[config.mk]
export PLATFORM = sky130hd
export DESIGN_NAME = pd_wake_seq
export DESIGN_NICKNAME = d
export VERILOG_FILES = /design/src/rtl/pdw_pkg.sv /design/src/rtl/pdw_sync.sv /design/src/rtl/pdw_fall_det.sv /design/src/rtl/pdw_sut_timer.sv /design/src/rtl/pdw_ctrl.sv /design/src/rtl/pd_wake_seq.sv
export SDC_FILE = /design/constraint.sdc
export NUM_CORES = 1
export LEC_CHECK = 0
export BUFFER_PORTS_ARGS = -buffer_cell sky130_fd_sc_hd__buf_2
export CORE_UTILIZATION = 30
export CTS_BUF_LIST = sky130_fd_sc_hd__clkbuf_8 sky130_fd_sc_hd__clkbuf_16
export DETAILED_ROUTE_END_ITERATION = 10
export PLACE_DENSITY = 0.52
export SLEW_MARGIN = 0
export SYNTH_ARGS = -nofsm -noshare
export SYNTH_HDL_FRONTEND = slang
export SYNTH_SLANG_ARGS = --single-unit
[constraint.sdc]
create_clock -name clk_i -period 4.3 [get_ports clk_i]
set_input_delay 0.645 -clock clk_i [delete_from_list [all_inputs] [get_ports clk_i]]
set_output_delay 0.645 -clock clk_i [all_outputs]
set_load 0.05 [all_outputs]
[src/rtl/pdw_pkg.sv]
package pdw_pkg;
  typedef enum logic [2:0] {
    ST_RUN,
    ST_PD,
    ST_INT_TMR,
    ST_INT_PIN,
    ST_RST_TMR,
    ST_RST_PULSE,
    ST_RST_HOLD
  } pdw_state_e;

  localparam int PIN_INT = 0;
  localparam int PIN_RST = 1;
  localparam int PIN_NUM = 2;
endpackage

[src/rtl/pdw_sync.sv]
module pdw_sync #(
  parameter int   W      = 2,
  parameter int   STAGES = 2,
  parameter logic RST_VAL = 1'b1
) (
  input  logic         clk_i,
  input  logic         rst_ni,
  input  logic [W-1:0] d_i,
  output logic [W-1:0] q_o
);
  for (genvar b = 0; b < W; b++) begin : g_bit
    logic [STAGES-1:0] sh_q;
    always_ff @(posedge clk_i or negedge rst_ni) begin
      if (!rst_ni) sh_q <= {STAGES{RST_VAL}};
      else         sh_q <= {sh_q[STAGES-2:0], d_i[b]};
    end
    assign q_o[b] = sh_q[STAGES-1];
  end
endmodule

[src/rtl/pdw_fall_det.sv]
module pdw_fall_det #(
  parameter int W = 2
) (
  input  logic         clk_i,
  input  logic         rst_ni,
  input  logic [W-1:0] lvl_i,
  output logic [W-1:0] fall_o
);
  logic [W-1:0] prev_q;

  always_ff @(posedge clk_i or negedge rst_ni) begin
    if (!rst_ni) prev_q <= '1;
    else         prev_q <= lvl_i;
  end

  assign fall_o = prev_q & ~lvl_i;
endmodule

[src/rtl/pdw_sut_timer.sv]
module pdw_sut_timer #(
  parameter int SEL_W     = 2,
  parameter int BASE_LOG2 = 4,
  parameter int STEP_LOG2 = 2
) (
  input  logic             clk_i,
  input  logic             rst_ni,
  input  logic             start_i,
  input  logic             run_i,
  input  logic [SEL_W-1:0] sel_i,
  output logic             done_o
);
  localparam int MAX_LOG2 = BASE_LOG2 + ((1 << SEL_W) - 1) * STEP_LOG2;
  localparam int CNT_W    = MAX_LOG2 + 1;

  logic [CNT_W-1:0] cnt_q, last_q;

  function automatic logic [CNT_W-1:0] last_of(input logic [SEL_W-1:0] s);
    int sh;
    sh = BASE_LOG2 + int'(s) * STEP_LOG2;
    return (CNT_W'(1) << sh) - CNT_W'(1);
  endfunction

  always_ff @(posedge clk_i or negedge rst_ni) begin
    if (!rst_ni) begin
      cnt_q  <= '0;
      last_q <= '0;
    end else if (start_i) begin
      cnt_q  <= '0;
      last_q <= last_of(sel_i);
    end else if (run_i) begin
      cnt_q  <= cnt_q + CNT_W'(1);
    end
  end

  assign done_o = run_i && (cnt_q == last_q);
endmodule

[src/rtl/pdw_ctrl.sv]
module pdw_ctrl
  import pdw_pkg::*;
#(
  parameter int PULSE_LEN = 2
) (
  input  logic clk_i,
  input  logic rst_ni,
  input  logic pd_req_i,
  input  logic int_fall_i,
  input  logic rst_fall_i,
  input  logic int_lvl_i,
  input  logic rst_lvl_i,
  input  logic wake_ext_i,
  input  logic tmr_done_i,
  input  logic irq_ack_i,
  output logic tmr_start_o,
  output logic tmr_run_o,
  output logic osc_en_o,
  output logic clk_en_o,
  output logic core_rst_o,
  output logic wake_irq_o
);
  localparam int PC_W = $clog2(PULSE_LEN + 1);

  pdw_state_e       st_q, st_d;
  logic [PC_W-1:0]  pc_q, pc_d;
  logic             irq_q, irq_set;

  always_comb begin
    st_d        = st_q;
    pc_d        = pc_q;
    tmr_start_o = 1'b0;
    irq_set     = 1'b0;
    unique case (st_q)
      ST_RUN: if (pd_req_i) st_d = ST_PD;
      ST_PD: begin
        // reset edge wins over a simultaneous interrupt edge
        if (rst_fall_i) begin
          st_d        = ST_RST_TMR;
          tmr_start_o = 1'b1;
        end else if (int_fall_i) begin
          if (wake_ext_i) begin
            st_d = ST_INT_PIN;
          end else begin
            st_d        = ST_INT_TMR;
            tmr_start_o = 1'b1;
          end
        end
      end
      ST_INT_TMR: if (tmr_done_i) begin
        st_d    = ST_RUN;
        irq_set = 1'b1;
      end
      ST_INT_PIN: if (int_lvl_i) begin
        st_d    = ST_RUN;
        irq_set = 1'b1;
      end
      ST_RST_TMR: if (tmr_done_i) begin
        pc_d = '0;
        st_d = rst_lvl_i ? ST_RST_PULSE : ST_RST_HOLD;
      end
      ST_RST_PULSE: begin
        if (pc_q == PC_W'(PULSE_LEN - 1)) st_d = ST_RUN;
        else                              pc_d = pc_q + PC_W'(1);
      end
      ST_RST_HOLD: if (rst_lvl_i) st_d = ST_RUN;
      default: st_d = ST_RUN;
    endcase
  end

  always_ff @(posedge clk_i or negedge rst_ni) begin
    if (!rst_ni) begin
      st_q  <= ST_RUN;
      pc_q  <= '0;
      irq_q <= 1'b0;
    end else begin
      st_q <= st_d;
      pc_q <= pc_d;
      if (irq_set)        irq_q <= 1'b1;
      else if (irq_ack_i) irq_q <= 1'b0;
    end
  end

  assign tmr_run_o  = (st_q == ST_INT_TMR) || (st_q == ST_RST_TMR);
  assign osc_en_o   = (st_q != ST_PD);
  assign clk_en_o   = (st_q == ST_RUN) || (st_q == ST_RST_PULSE) || (st_q == ST_RST_HOLD);
  assign core_rst_o = (st_q == ST_RST_PULSE) || (st_q == ST_RST_HOLD);
  assign wake_irq_o = irq_q;
endmodule

[src/rtl/pd_wake_seq.sv]
module pd_wake_seq
  import pdw_pkg::*;
#(
  parameter int SYNC_STAGES = 2,
  parameter int SEL_W       = 2,
  parameter int BASE_LOG2   = 4,
  parameter int STEP_LOG2   = 2,
  parameter int PULSE_LEN   = 2
) (
  input  logic             clk_i,
  input  logic             rst_ni,
  input  logic             pd_req_i,
  input  logic             int_ni,
  input  logic             rstpin_ni,
  input  logic             wake_ext_i,
  input  logic [SEL_W-1:0] sut_sel_i,
  input  logic             bod_cfg_i,
  input  logic             irq_ack_i,
  output logic             osc_en_o,
  output logic             core_clk_en_o,
  output logic             core_rst_o,
  output logic             wake_irq_o,
  output logic             bod_en_o
);
  logic [PIN_NUM-1:0] pin_raw, pin_s, pin_fall;
  logic               tmr_start, tmr_run, tmr_done;

  assign pin_raw[PIN_INT] = int_ni;
  assign pin_raw[PIN_RST] = rstpin_ni;

  pdw_sync #(.W(PIN_NUM), .STAGES(SYNC_STAGES), .RST_VAL(1'b1)) u_sync (
    .clk_i (clk_i),
    .rst_ni(rst_ni),
    .d_i   (pin_raw),
    .q_o   (pin_s)
  );

  pdw_fall_det #(.W(PIN_NUM)) u_fall (
    .clk_i (clk_i),
    .rst_ni(rst_ni),
    .lvl_i (pin_s),
    .fall_o(pin_fall)
  );

  pdw_sut_timer #(.SEL_W(SEL_W), .BASE_LOG2(BASE_LOG2), .STEP_LOG2(STEP_LOG2)) u_tmr (
    .clk_i  (clk_i),
    .rst_ni (rst_ni),
    .start_i(tmr_start),
    .run_i  (tmr_run),
    .sel_i  (sut_sel_i),
    .done_o (tmr_done)
  );

  pdw_ctrl #(.PULSE_LEN(PULSE_LEN)) u_ctrl (
    .clk_i      (clk_i),
    .rst_ni     (rst_ni),
    .pd_req_i   (pd_req_i),
    .int_fall_i (pin_fall[PIN_INT]),
    .rst_fall_i (pin_fall[PIN_RST]),
    .int_lvl_i  (pin_s[PIN_INT]),
    .rst_lvl_i  (pin_s[PIN_RST]),
    .wake_ext_i (wake_ext_i),
    .tmr_done_i (tmr_done),
    .irq_ack_i  (irq_ack_i),
    .tmr_start_o(tmr_start),
    .tmr_run_o  (tmr_run),
    .osc_en_o   (osc_en_o),
    .clk_en_o   (core_clk_en_o),
    .core_rst_o (core_rst_o),
    .wake_irq_o (wake_irq_o)
  );

  assign bod_en_o = bod_cfg_i & osc_en_o;
endmodule


Word-level counts from Yosys, hierarchy flattened
Index checks and enable logic that the tools add are counted.
W data, S select, Z words.
{"block": "totals", "ff_bits": 34, "rom_bits": 0, "inputBits": 10, "out_inout_bits": 5, "latch_bits": 0, "elab_cells": 69, "memories": 0, "ram_bits": 0}
{"block": "classes", "n_mux": 25, "n_bitwise": 3, "n_shift": 1, "multipliers": 0, "div_mod_pow": 0, "add_sub_neg": 4, "reduce_logical": 11, "n_eq_ne": 17, "n_lt_le_gt_ge": 0}
{"cell": "$shl A1 B32 Y11 const A", "n": 1}
{"cell": "$mux W3", "n": 8}
{"cell": "$mux W11", "n": 2}
{"cell": "$pmux W3 S7", "n": 1}
{"cell": "$ne A2 B2 Y1 const B", "n": 6}
{"cell": "$add A11 B1 Y11 const B", "n": 1}
{"cell": "$eq A11 B11 Y1", "n": 1}
{"cell": "$sub A11 B2 Y11 const B", "n": 1}
{"cell": "$eq A3 B3 Y1 const B", "n": 3}
{"cell": "$mux W1", "n": 9}
{"cell": "$reduce_and A7 Y1", "n": 1}
{"cell": "$eq A3 B2 Y1 const B", "n": 2}
{"cell": "$mux W2", "n": 3}
{"cell": "$reduce_bool A2 Y1", "n": 3}
{"cell": "$add A3 B3 Y4 const A", "n": 1}
{"cell": "$logic_or A1 B1 Y1", "n": 4}
{"cell": "$pmux W2 S2", "n": 1}
{"cell": "$eq A3 B1 Y1 const B", "n": 1}
{"cell": "$logic_not A3 Y1", "n": 1}
{"cell": "$ne A3 B1 Y1 const B", "n": 1}
{"cell": "$ne A3 B3 Y1 const B", "n": 1}
{"cell": "$reduce_and A3 Y1", "n": 1}
{"cell": "$add A2 B1 Y2 const B", "n": 1}
{"cell": "$and A2 B2 Y2", "n": 1}
{"cell": "6 further kinds", "n": 6}

Depth between registers and ports, before layout
{"block": "logic_depth", "depth_word": 6, "depth_mapped": 7, "mapped_depth_nobuf": 6}

By module
Synthesis repeated with hierarchy kept, for this count alone.
{"block": "hier_totals", "hier_cells": 161, "hier_area_um2": 1621.6}
{"mod": "pdw_sut_timer", "instances": 1, "cells_each": 93, "seq_area_each_um2": 450.4, "area_per_inst_um2": 944.7}
{"mod": "pdw_ctrl", "instances": 1, "cells_each": 57, "seq_area_each_um2": 150.1, "area_per_inst_um2": 470.5}
{"mod": "pdw_sync", "instances": 1, "cells_each": 6, "seq_area_each_um2": 105.1, "area_per_inst_um2": 120.1}
{"mod": "pdw_fall_det", "instances": 1, "cells_each": 4, "seq_area_each_um2": 52.6, "area_per_inst_um2": 80.1}
{"mod": "pd_wake_seq", "instances": 1, "cells_each": 1, "seq_area_each_um2": 0.0, "area_per_inst_um2": 6.3}

Worst setup path after synthesis
OpenSTA, ideal clock, no wires.
{"block": "synth_path", "kind": "register -> output", "start": "register u_ctrl.st_q[1]", "end": "output core_clk_en_o", "path_buffers": 1, "required_ns": 3.655, "path_stages_with_launch": 4, "slack_ns": 2.127, "t_arrival_ns": 1.528, "cell_sequence": "dfrtp_1 -> buf_6 -> nand2b_1 -> mux2i_1"}
{"block": "synth_between", "elab_chain_cells": 3, "elab_cells_between_ends": 5, "classes_between": "2 x eq/ne; 3 x reduce/logical"}
{"item": "from (decl)", "line_no": "pdw_ctrl.sv:25", "rtl": "pdw_state_e st_q, st_d;"}
{"item": "from (signal assigned)", "line_no": "pdw_ctrl.sv:77", "rtl": "st_q <= st_d;"}
{"item": "$eq A3 B3 Y1 / $logic_not A3 Y1 (equally long branches)", "line_no": "pdw_ctrl.sv:86", "rtl": "assign clk_en_o = (st_q == ST_RUN) || (st_q == ST_RST_PULSE) || (st_q == ST_RST_HOLD);"}
{"item": "$logic_or A1 B1 Y1", "line_no": "pdw_ctrl.sv:86"}
{"item": "$logic_or A1 B1 Y1 *", "line_no": "pdw_ctrl.sv:86"}
{"item": "to (decl)", "line_no": "pd_wake_seq.sv:20", "rtl": "output logic core_clk_en_o,"}
Every way passes the cells marked *; elsewhere a longest branch is shown, timed or not.

Worst setup path in the final report
{"block": "layout_path", "start": "register u_ctrl.st_q[0]", "end": "output bod_en_o"}
{"block": "layout_between", "elab_chain_cells": 2}
{"item": "$ne A3 B1 Y1", "line_no": "pdw_ctrl.sv:85", "rtl": "assign osc_en_o = (st_q != ST_PD);"}
{"item": "$and A1 B1 Y1", "line_no": "pd_wake_seq.sv:73", "rtl": "assign bod_en_o = bod_cfg_i & osc_en_o;"}
{"item": "to (decl)", "line_no": "pd_wake_seq.sv:23", "rtl": "output logic bod_en_o"}
No other way between the ends.

==> out/metrics.yaml <==
drt-initial-drc-count: 42
final_common_cell: "dfrtp_1"
post_dp_cell_area_sq_um: 1670
ir_worst_vdd_uv: 252
yosysUniqueCellTypes: 43
cts_tree: "done"
worstMarginPinSlew_ns: 0.814
ios: 15
status: "complete, no violations"
synth_area_sq_um: 1560
std_cell_rows: 25
leakage_nw: 0.830
ys_ff_latch: 30
p_per_area_nw_per_um2: 366
hold_ws_ns: 0.356
intPower_mw: 0.540
synthToLayoutAreaGrowth_pct: 16.2
cts_hold_buf: 0
timing.rr.start: "u_ctrl.st_q[0]$_DFFE_PN0P_"
grt_remaining_overflow: 0
wl_per_cell_um: 13.2
slowest_delay_ns: 0.62
required_ns: 3.65
root_buffer: "clkbuf_8"
finish.instance_area_sq_um: 1810
final_cell_mix: "dfrtp_1 (24), nor2_1 (15), buf_2 (14), xor2_1 (11), nand3_1 (11)"
clk_path_buf_depth: 2
finalSetupViolCount: 0
drive_gt1_share_pct: 23.5
finalSetupTns_ns: 0
critPathLaunch: "u_ctrl.st_q[0]$_DFFE_PN0P_"
skew_ns: 0.00542
clock_sinks: 30
period_needed_ns: 2.54
rsz0062_at_grt: "no"
worstSkewPairLatency_ns: 0.28
synth_area_leaders: "dfrtp_1 (38%), dfstp_2 (10%), xor2_1 (6.2%)"
relSlewSlack_pct: 45.8
drc: 0
period_share_pct: 59.1
vias: 1127
path_max_fanout: 12
swShare_pct: 18.5
report.final.slew_viol_count: 0
grt_max_degree: 31
die_area_sq_um: 5490
firstDrtPassIters: 4
port_buffers: 14
ant_nets: 0
yosysWarnings: 0
grt_pass1_vias: 1129
start_kind: "flip-flop"
fp.dieH_um: 74.1
switchingPower_mw: 0.123
hold_viol: 0
hold_class: "reg2reg"
dp_hpwl_mm: 2.17
final_nets: 182
grt_pass1_wl_mm: 5.49
ys.flop_type: "dfrtp_1"
synth_area_leader_cell: "dfrtp_1"
async_reset_ff_share_pct: 100
ys_seq_area_share_pct: 48.6
syn_inst: 154
pwr-share-clk_pct: 53.6
die_w_um: 74.1
start_util_pct: 32.2
yosys.area.top_type_share_pct: 38.5
comb_power_share_pct: 2.7
antenna_cells: 0
cts.reportedPaths.clkPinSlew_ns: 0.07
seqPwrFrac_pct: 43.6
groute.usage.overall_pct: 13.4
antenna_found_initial: 0
crit_chain: "inv_2 > or3_4 > and2_1 > buf_2"
slowest_stage: "dfrtp_1"
synth-edff-count: 0
gp_congestion: 0.978
cts_setup_buffers: 0
syn-mean-instance-area_sq_um: 10.1
critPathArrivalTime_ns: 1.90
hp-start: "u_sync.g_bit[0].sh_q[0]$_DFF_PN1_"
timing_worst_setup_path_type: "reg2out"
vias_per_cell: 4.76
htree_levels: 2
timing.fmax_mhz: 394
cts_resized: 0
crit_path_end_kind: "output port"
cap_violations: 0
core-area_sq_um: 4850
routed_wl_mm: 3.13
cts_inserted_buffers: 5
==> per-stage QoR <==
step / cells / setup slack (ns) / utilization, % / power (mW)
3_5_place_dp: 229 / 1.79 / 34.5 / 0.313
5_1_grt: 237 / 1.60 / 37.4 / 0.688
3_3_place_gp: 229 / 1.91 / 34.5 / 0.312
2_1_floorplan: 155 / 2.13 / - / 0.301
6_report: 237 / 1.76 / 37.4 / 0.663
4_1_cts: 237 / 1.77 / 37.4 / 0.671
==> worst paths after layout <==
check | slack (ns) | cells after the start | to
max | 1.76 | 4 | bod_en_o
min | 0.36 | 0 | u_sync.g_bit[0].sh_q[1]$_DFF_PN1_
max reg2reg | 1.79 | 4 | u_tmr.last_q[6]$_DFFE_PN0P_
min reg2reg | 0.36 | 0 | u_sync.g_bit[0].sh_q[1]$_DFF_PN1_
max in group asynchronous | 3.47 | 1 | u_tmr.last_q[5]$_DFFE_PN0P_
min in group asynchronous | 0.40 | 1 | u_ctrl.wake_irq_o$_DFFE_PN0P_
==> cells by family (layout without fill, tap and decap cells) <==
kind of cell | count (synthesis) | after routing | synth area share, %
AOI/OAI and AO/OA | 28 | 28 | 12.7
xor gates and xnor gates | 15 | 15 | 8.42
adders and majority gates | 3 | 3 | 2.41
buffers and inverters | 16 | 31 | 5.21
DFF | 30 | 30 | 48.6
muxes | 6 | 6 | 4.17
other | 1 | 2 | 0.240
and+or+nand+nor | 55 | 55 | 18.3
==> power by group through the flow <==
stage	combinational (mW)	sequential [mW]	clock [mW]
2_1_floorplan	0.00686	0.294	0
3_3_place_gp	0.0182	0.294	0
3_5_place_dp	0.0182	0.294	0
4_1_cts	0.0182	0.289	0.364
5_1_grt	0.0212	0.290	0.377
6_report	0.0181	0.289	0.355
==> routing by layer <==
layer	track usage, %	share of wire [%]
met1	17.2	47
met2	21.5	48
met3	3.39	3.1
met4	5.56	1.7
met5	0	0
==> cell usage after synthesis, types with 2 or more instances <==
cell      number
nor2_1        15
nand4_1        3
buf_6          2
xor2_1        11
a21oi_2        4
or3_1          4
ha_1           3
a21oi_1        6
mux2i_1        2
o21ai_0        2
nand2b_1       3
and3_1         2
buf_2          2
nand2_1        5
o22ai_1        4
nand3_1       11
inv_1          7
o21ai_1        3
dfrtp_1       24
dfstp_2        6
inv_2          2
mux2_1         3
nor3_1         7
xnor2_1        4
==> layout make-up <==
type                    instances  area [sq um]
clock buffers                   6          82.6
multi-input cells             109           724
well taps                      67          83.8
clock inverters                 2          60.1
repair buffers                 14          70.1
flip-flops and latches         30           758
fillers                       502          3040
inverters                       9          33.8
==> flip-flops by register name, indices dropped and copies added (netlist names) <==
signal             count
u_ctrl.pc_q            2
u_ctrl.st_q            3
u_ctrl.wake_irq_o      1
u_fall.prev_q          2
u_sync.g_bit.sh_q      4
u_tmr.cnt_q           11
u_tmr.last_q           7
==> worst max-delay path: cells and delay by family (launching register included) <==
family	cells	cell delay, ns
buffers and inverters	2	0.38
flip-flops	1	0.62
AND/OR/NAND/NOR	2	0.61
Note: power is estimated with default switching activity, not from simulation.
